`src/rtl/sp_pkg.sv`:
```
package sp_pkg;
  typedef enum logic [1:0] {
    ADDR_CFG  = 2'd0,
    ADDR_ARM  = 2'd1,
    ADDR_CTRL = 2'd2
  } sp_addr_e;

  localparam int unsigned GO_BIT   = 0;
  localparam int unsigned PEND_BIT = 1;
endpackage

```
`src/rtl/sp_period_timer.sv`:
```
module sp_period_timer #(
  parameter int unsigned PERIOD_W = 16
) (
  input  logic                clk_i,
  input  logic                rst_ni,
  input  logic                load_i,
  input  logic [PERIOD_W-1:0] load_val_i,
  input  logic [PERIOD_W-1:0] period_i,
  output logic                tick_o
);
  logic [PERIOD_W-1:0] cnt_q;
  logic                run;

  assign run    = (period_i != '0);
  assign tick_o = run && (cnt_q == '0);

  always_ff @(posedge clk_i or negedge rst_ni) begin
    if (!rst_ni)         cnt_q <= '0;
    else if (load_i)     cnt_q <= (load_val_i == '0) ? '0 : load_val_i - PERIOD_W'(1);
    else if (run)        cnt_q <= tick_o ? period_i - PERIOD_W'(1) : cnt_q - PERIOD_W'(1);
  end
endmodule

```
`src/rtl/sp_cfg_reg.sv`:
```
module sp_cfg_reg #(
  parameter int unsigned PERIOD_W = 16
) (
  input  logic                clk_i,
  input  logic                rst_ni,
  input  logic                wr_i,
  input  logic [PERIOD_W:0]   wdata_i,
  input  logic                any_active_i,
  output logic [PERIOD_W-1:0] period_o,
  output logic                start_o
);
  always_ff @(posedge clk_i or negedge rst_ni) begin
    if (!rst_ni) begin
      period_o <= '0;
      start_o  <= 1'b0;
    end else if (wr_i) begin
      period_o <= wdata_i[PERIOD_W-1:0];
      start_o  <= wdata_i[PERIOD_W];
    end else if (any_active_i) begin
      start_o  <= 1'b0;  // self-clear once a link is up
    end
  end
endmodule

```
`src/rtl/sp_arm_go.sv`:
```
module sp_arm_go #(
  parameter int unsigned N_LINKS = 4
) (
  input  logic               clk_i,
  input  logic               rst_ni,
  input  logic               wr_arm_i,
  input  logic               wr_go_i,
  input  logic [N_LINKS-1:0] set_i,
  input  logic               tick_i,
  input  logic [N_LINKS-1:0] link_active_i,
  output logic [N_LINKS-1:0] arm_o,
  output logic               pend_o,
  output logic [N_LINKS-1:0] bank_o
);
  logic [N_LINKS-1:0] arm_q, arm_nxt;
  logic               go_q, go_nxt, release_now;

  assign release_now = go_q && tick_i;

  always_comb begin
    arm_nxt = (release_now ? '0 : arm_q) | (wr_arm_i ? set_i : '0);
    go_nxt  = (release_now ? 1'b0 : go_q) | (wr_go_i && (arm_nxt != '0));
  end

  always_ff @(posedge clk_i or negedge rst_ni) begin
    if (!rst_ni) begin
      arm_q <= '0;
      go_q  <= 1'b0;
    end else begin
      arm_q <= arm_nxt;
      go_q  <= go_nxt;
    end
  end

  for (genvar i = 0; i < N_LINKS; i++) begin : g_bank
    assign bank_o[i] = release_now && arm_q[i] && link_active_i[i];
  end

  assign arm_o  = arm_q;
  assign pend_o = go_q;
endmodule

```
`src/rtl/sync_point_ctrl.sv`:
```
module sync_point_ctrl #(
  parameter int unsigned N_LINKS  = 4,
  parameter int unsigned PERIOD_W = 16,
  localparam int unsigned DATA_W  = PERIOD_W + 1
) (
  input  logic               clk_i,
  input  logic               rst_ni,
  input  logic               wr_en_i,
  input  logic [1:0]         wr_addr_i,
  input  logic [DATA_W-1:0]  wr_data_i,
  input  logic [1:0]         rd_addr_i,
  output logic [DATA_W-1:0]  rd_data_o,
  input  logic [N_LINKS-1:0] link_active_i,
  output logic [N_LINKS-1:0] sync_o,
  output logic [N_LINKS-1:0] bank_o
);
  import sp_pkg::*;

  logic                wr_cfg, wr_arm, wr_go, tick;
  logic [PERIOD_W-1:0] period_q;
  logic                start_q, go_pend;
  logic [N_LINKS-1:0]  arm_q;

  assign wr_cfg = wr_en_i && (wr_addr_i == ADDR_CFG);
  assign wr_arm = wr_en_i && (wr_addr_i == ADDR_ARM);
  assign wr_go  = wr_en_i && (wr_addr_i == ADDR_CTRL) && wr_data_i[GO_BIT];

  sp_cfg_reg #(.PERIOD_W(PERIOD_W)) u_cfg (
    .clk_i, .rst_ni,
    .wr_i         (wr_cfg),
    .wdata_i      (wr_data_i),
    .any_active_i (|link_active_i),
    .period_o     (period_q),
    .start_o      (start_q)
  );

  sp_period_timer #(.PERIOD_W(PERIOD_W)) u_tmr (
    .clk_i, .rst_ni,
    .load_i     (wr_cfg),
    .load_val_i (wr_data_i[PERIOD_W-1:0]),
    .period_i   (period_q),
    .tick_o     (tick)
  );

  sp_arm_go #(.N_LINKS(N_LINKS)) u_arm (
    .clk_i, .rst_ni,
    .wr_arm_i      (wr_arm),
    .wr_go_i       (wr_go),
    .set_i         (wr_data_i[N_LINKS-1:0]),
    .tick_i        (tick),
    .link_active_i (link_active_i),
    .arm_o         (arm_q),
    .pend_o        (go_pend),
    .bank_o        (bank_o)
  );

  assign sync_o = {N_LINKS{tick}} & link_active_i;

  always_comb begin
    rd_data_o = '0;
    case (rd_addr_i)
      ADDR_CFG: begin
        rd_data_o[PERIOD_W-1:0] = period_q;
        rd_data_o[PERIOD_W]     = start_q;
      end
      ADDR_ARM:  rd_data_o[N_LINKS-1:0] = arm_q;
      ADDR_CTRL: rd_data_o[PEND_BIT]    = |arm_q;
      default:   rd_data_o = '0;
    endcase
  end
endmodule

```
`config.mk`:
```
export PLATFORM = sky130hd
export DESIGN_NAME = sync_point_ctrl
export DESIGN_NICKNAME = d
export VERILOG_FILES = /design/src/rtl/sp_pkg.sv /design/src/rtl/sp_period_timer.sv /design/src/rtl/sp_cfg_reg.sv /design/src/rtl/sp_arm_go.sv /design/src/rtl/sync_point_ctrl.sv
export SDC_FILE = /design/constraint.sdc
export NUM_CORES = 1
export LEC_CHECK = 0
export ABC_CLOCK_PERIOD_IN_PS = 4150
export BUFFER_PORTS_ARGS = -buffer_cell sky130_fd_sc_hd__buf_4
export CAP_MARGIN = 20
export CORE_ASPECT_RATIO = 1.2
export CORE_MARGIN = 4
export CORE_UTILIZATION = 40
export CTS_BUF_LIST = sky130_fd_sc_hd__clkbuf_2 sky130_fd_sc_hd__clkbuf_4 sky130_fd_sc_hd__clkbuf_8
export DETAILED_ROUTE_END_ITERATION = 8
export GPL_TIMING_DRIVEN = 0
export SETUP_SLACK_MARGIN = 0.5
export SLEW_MARGIN = 10
export SYNTH_ARGS = -nofsm -noshare
export SYNTH_HDL_FRONTEND = slang
export SYNTH_SLANG_ARGS = --single-unit
```
`constraint.sdc`:
```
create_clock -name clk_i -period 4.15 [get_ports clk_i]
set_input_delay 0.415 -clock clk_i [delete_from_list [all_inputs] [get_ports clk_i]]
set_output_delay 0.415 -clock clk_i [all_outputs]
set_load 0.1 [all_outputs]
```
; ---- Word-level counts from Yosys, hierarchy flattened
; Cells that the tools add are included.
[word_totals]
rom_bits = 0
mem_bits_rw = 0
output_inout_bits = 25
reg_bits = 38
wordCells = 53
latchBits = 0
n_memories = 0
inputBits = 28
[op_classes]
shift = 0
bitwise_logic = 3
n_eq_ne = 4
order_cmp = 0
mux = 13
addsub = 3
n_mul = 0
div_mod_pow = 0
n_reduce_logical = 25
[ops]
columns = op, n
row1 = $mux W16, 4
row2 = $sub A16 B1 Y16 const B, 3
row3 = $logic_not A16 Y1, 2
row4 = $reduce_bool A16 Y1, 1
row5 = $logic_and A1 B1 Y1, 15
row6 = $mux W13, 1
row7 = $mux W4, 2
row8 = $reduce_or A4 Y1, 2
row9 = $and A4 B4 Y4, 1
row10 = $eq A2 B1 Y1 const B, 2
row11 = $eq A2 B2 Y1 const B, 2
row12 = $logic_not A2 Y1, 2
row13 = $or A4 B4 Y4, 1
row14 = $pmux W2 S2, 1
row15 = $reduce_bool A2 Y1, 2
row16 = $reduce_bool A4 Y1, 1
row17 = $mux W1, 3
row18 = $pmux W1 S3, 1
row19 = $pmux W1 S2, 1
row20 = $or A1 B1 Y1, 1

; ---- Longest topological paths before layout
[logic_depth]
ltp_word = 8
mapped_depth = 14
depth_no_buf = 11

; ---- Cells and area by module
; From an unflattened synthesis, not the netlist that was laid out.
[hier_totals]
hier_cells = 318
area_unflattened_um2 = 2929.1
[modules_own_cells]
columns = module, seq_area_each_um2, n_inst, area_each_um2, cells_each
row1 = sp_period_timer, 400.4, 1, 1764.2, 226
row2 = sp_cfg_reg, 425.4, 1, 680.7, 37
row3 = sp_arm_go, 125.1, 1, 246.5, 21
row4 = sync_point_ctrl, 0.0, 1, 237.7, 34

; ---- Least setup slack after synthesis
; OpenSTA, ideal clock, no wires.
[synth_timing]
kind = input to output
start = input rd_addr_i[0]
end = output rd_data_o[1]
slack_ns = 0.714
t_arrival_ns = 3.021
cell_stages = 4
required_ns = 3.735
path_cell_list = clkbuf_1 -> a21oi_1 -> nor2_1 -> a211oi_1
[synth_via]
elab_chain_cells = 2
word_cells_on_any_way = 4
classes_between = eq/ne: 2 / mux: 1 / reduce/logical: 1
[synth_lines]
columns = item, line_no
row1 = "start, declared", sync_point_ctrl.sv:11  ; input logic [1:0] rd_addr_i,
row2 = "$eq A2 B2 Y1, or another cell as far along", sync_point_ctrl.sv:61  ; case (rd_addr_i)
row3 = $pmux W1 S3 (*), sync_point_ctrl.sv:61
row4 = "end, declared", sync_point_ctrl.sv:12  ; output logic [DATA_W-1:0] rd_data_o,
; Every way passes the cells marked *; elsewhere a longest branch is shown, timed or not.

; ---- Worst setup path after layout
[layout_timing]
start = register u_cfg.period_o[9]
end = output bank_o[1]
[layout_via]
elab_chain_cells = 5
[layout_lines]
columns = item, line_no
row1 = "start, declared", sp_cfg_reg.sv:9  ; output logic [PERIOD_W-1:0] period_o,
row2 = "start signal, assigned", sp_cfg_reg.sv:17  ; period_o <= wdata_i[PERIOD_W-1:0];
row3 = $reduce_bool A16 Y1, sp_period_timer.sv:14  ; assign run = (period_i != '0);
row4 = $logic_and A1 B1 Y1, sp_period_timer.sv:15  ; assign tick_o = run && (cnt_q == '0);
row5 = $logic_and A1 B1 Y1, sp_arm_go.sv:18  ; assign release_now = go_q && tick_i;
row6 = $logic_and A1 B1 Y1 (2 in a row), sp_arm_go.sv:36  ; assign bank_o[i] = release_now && arm_q[i] && link_active_i[i];
row7 = "end, declared", sync_point_ctrl.sv:15  ; output logic [N_LINKS-1:0] bank_o
; Every way passes these cells.

==> summary.txt <==
STA
  – Achievable Freq: 286 MHz
  – Unrepaired setup endpoints after global routing: no
  – # setup viols final: 0
  – Final hold violation count: 0
  – Setup TNS: 0 ps
  – Clk_skew: 6.11 ps
  – Worst Tran Pin Value: 923 ps
  – Fin Hold WS: 79.8 ps
  – Final Slew Violations: 0
  – Fin crit share: 84.4%
  – Min Tclk post-route: 3500 ps
  – Relative slew slack: 37.8%

Yosys
  – Post-Synthesis Cell Area: 2760 um^2
  – Synth Register Bits: 38
  – Synth cell count leaders: 62 x nand2_1, 38 x dfrtp_1, 33 x nor2_1
  – Yosys top cell by area: dfrtp_1
  – Netlist cell types: 55
  – Number of synthesized flops with an enable pin: 0
  – Syn nets: 377
  – Ys flop type: dfrtp_1
  – Cell count after synthesis: 347
  – Largest cells by area after synthesis: dfrtp_1 34%, nand2_1 8.4%, nor2_1 4.5%
  – Sequential-to-total area share from yosys stat: 34.4%
  – Count leader, synth: nand2_1
  – Syn avg cell area: 7.96 um^2
  – Area fraction of the dominant cell type after synthesis: 34.4%
  – Asr flop ratio synth: 100%
  – Ys Warns: 0

Power and ir drop
  – Max IR drop VDD: 0.258 mV
  – Pwr dens: 439 nW/um^2
  – Overall Power: 0.00151 W
  – Static power due to leakage: 1.54 nW

CTS
  – Max Buffers Root-to-Sink: 2
  – Clk_lat worst skew: 300 ps
  – H-tree Lvls: 2
  – CTS Buf Count: 5
  – CTS tree: done
  – Root Driver: clkbuf_8
  – Clock sink count: 38
  – Worst-path clk slew: 90 ps

Critical path
  – CP endpoint kind: output pin
  – Crit-path max FO: 8
  – CP cell instances: or4_4 > or4_4 > or3_1 > buf_6 > and3_1 > and3_1 > buf_4
  – CP required: 3730 ps
  – Startpoint types: flip-flop
  – Buf+Inv Stages, Crit Path: 2
  – Crit path DAT: 3090 ps
  – Worst stage delay on the critical path: 600 ps
  – Cell family with most CP delay: simple AND/OR/NAND/NOR gates
  – Setup CP Type: reg -> out
  – Slowest CP cell: or4_4

Global route
  – All-layer global routing usage: 23.0%
  – Antenna violations before repair: 0
  – Number of global-route vias before repair: 2811
  – Pin count of the biggest net entering global routing: 39
  – Gr ovfl total: 0
  – First-pass GRT wire length: 15.2 mm

Die
  – Die Width: 83.9 um
  – Std cell rows: 32
  – Die height: 99.0 um
  – Core Area: 6570 um^2
  – Die area: 8310 um^2
  – Starting Density: 42.1%
  – Num ports: 53

Place
  – PortBufs: 50
  – Post-DP Area: 3240 um^2
  – Dpl hpwl: 6.96 mm
  – Routability cong.: 0.913

Final layout
  – Ant. Diodes: 0
  – Final #Nets: 435
  – Area delta synth->final: 24.4%
  – FILL cells: 671
  – Layout cells sized above 1: 19.2%
  – Final instance area: 3440 um^2
  – Final Core Density: 52.3%

Job
  – Number of max-cap violations: 0

Min path
  – Worst Hold Class: in -> async

Detailed routing
  – Routed length per instance: 19.5 um
  – Routed via count: 2953
  – Drt drc: 0
  – Via density: 6.01
  – DRT Pass-1 Iters: 4
  – Final WL: 9.56 mm
  – ANT nets after route: 0
  – DRT iter0 DRCs: 201

Outcome
  – Status: finished, final reports clean
==> state kept, by name, summed over array words and instances (netlist names) <==
register,cells
u_cfg.start_o,1
u_arm.pend_o,1
u_tmr.cnt_q,16
u_arm.arm_o,4
u_cfg.period_o,16
==> final cells by class <==
cell class | count | area, um^2 | area share, %
plain buffers | 17 | 85.1 | 2.48
clock buffers | 5 | 68.8 | 2.00
clock inverters | 3 | 68.8 | 2.00
inverters | 2 | 7.51 | 0.218
multi-input cells | 290 | 1770 | 51.4
flip-flops and latches | 38 | 951 | 27.7
well taps | 85 | 106 | 3.09
repair buffers | 51 | 383 | 11.1
==> cells by family (layout without fill, tap and decap cells) <==
logic type      after synthesis  count (layout)  synth area share, %
compound gates               79              79                 20.2
xor+xnor                     14              14                 4.44
fa+ha+maj                     2               2                0.906
buf+inv                      19              78                 3.13
flops                        38              38                 34.4
mux                           7               7                 2.54
simple gates                188             188                 34.3
==> metal layers <==
| layer | global-route usage [%] | vias to the layer above | part of all wire [%] |
|---|---|---|---|
| li1 | - | 1379 | - |
| met1 | 28.7 | 1397 | 41 |
| met4 | 8.79 | 0 | 3.0 |
| met2 | 38.6 | 151 | 49 |
| met3 | 5.02 | 26 | 7.4 |
| met5 | 0 | - | 0 |
==> layout by cell type (no fill, tap or decap), types with 3 or more instances in the layout <==
cell	netlist	layout
xnor2_1	9	9
o21ai_0	9	9
dfrtp_1	38	38
a22o_1	5	5
and2_1	16	16
clkbuf_1	13	10
nor3_1	12	12
a211o_1	5	5
clkbuf_8	0	5
a31oi_1	8	7
buf_4	0	51
a211oi_1	4	4
nand3_1	9	9
xor2_1	5	5
a21oi_1	15	14
nor4_1	10	8
nand2b_1	4	4
or2_2	4	4
a221o_1	3	3
and3_1	13	13
o22a_1	3	3
or4_1	3	3
nor3b_1	4	3
nor2_1	33	33
mux2i_1	7	7
o22ai_1	3	3
or3_1	5	5
nand2_1	62	62
==> path summary, 6_finish.rpt <==
check	slack, ps	cells past startpoint	endpoint	start
hold / removal	80	1	u_cfg.period_o[2]$_DFFE_PN0P_	rst_ni
max in group asynchronous	3720	1	u_cfg.period_o[14]$_DFFE_PN0P_	rst_ni
min in group clk_i	310	3	u_cfg.start_o$_DFFE_PN0P_	wr_data_i[16]
hold reg to reg	510	1	u_arm.pend_o$_DFF_PN0_	u_arm.pend_o$_DFF_PN0_
setup reg to reg	700	14	u_tmr.cnt_q[12]$_DFFE_PN0P_	u_tmr.cnt_q[12]$_DFFE_PN0P_
setup / recovery	650	7	bank_o[1]	u_cfg.period_o[9]$_DFFE_PN0P_
==> what timing repair did <==
| item | 4_1_cts | 5_1_grt |
|---|---|---|
| hold buffers | 0 | 0 |
| setup buffers | 0 | 1 |
| resized for setup | 5 | 8 |
| setup endpoints to repair | 10 | 4 |
==> metrics by stage <==
stage | instances | setup slack, ps
detailed placement | 482 | 14.3
floorplan | 347 | 714
finish | 491 | 649
global placement | 482 | 82.6
global route | 491 | 487
CTS | 490 | 526
==> power breakdown <==
group | switching [W] | internal (W)
sequential | 0.000145 | 0.000456
clock | 0.000151 | 0.000241
combinational | 0.000306 | 0.000211
total | 0.000602 | 0.000908
Power figures use the tool's default switching activity.
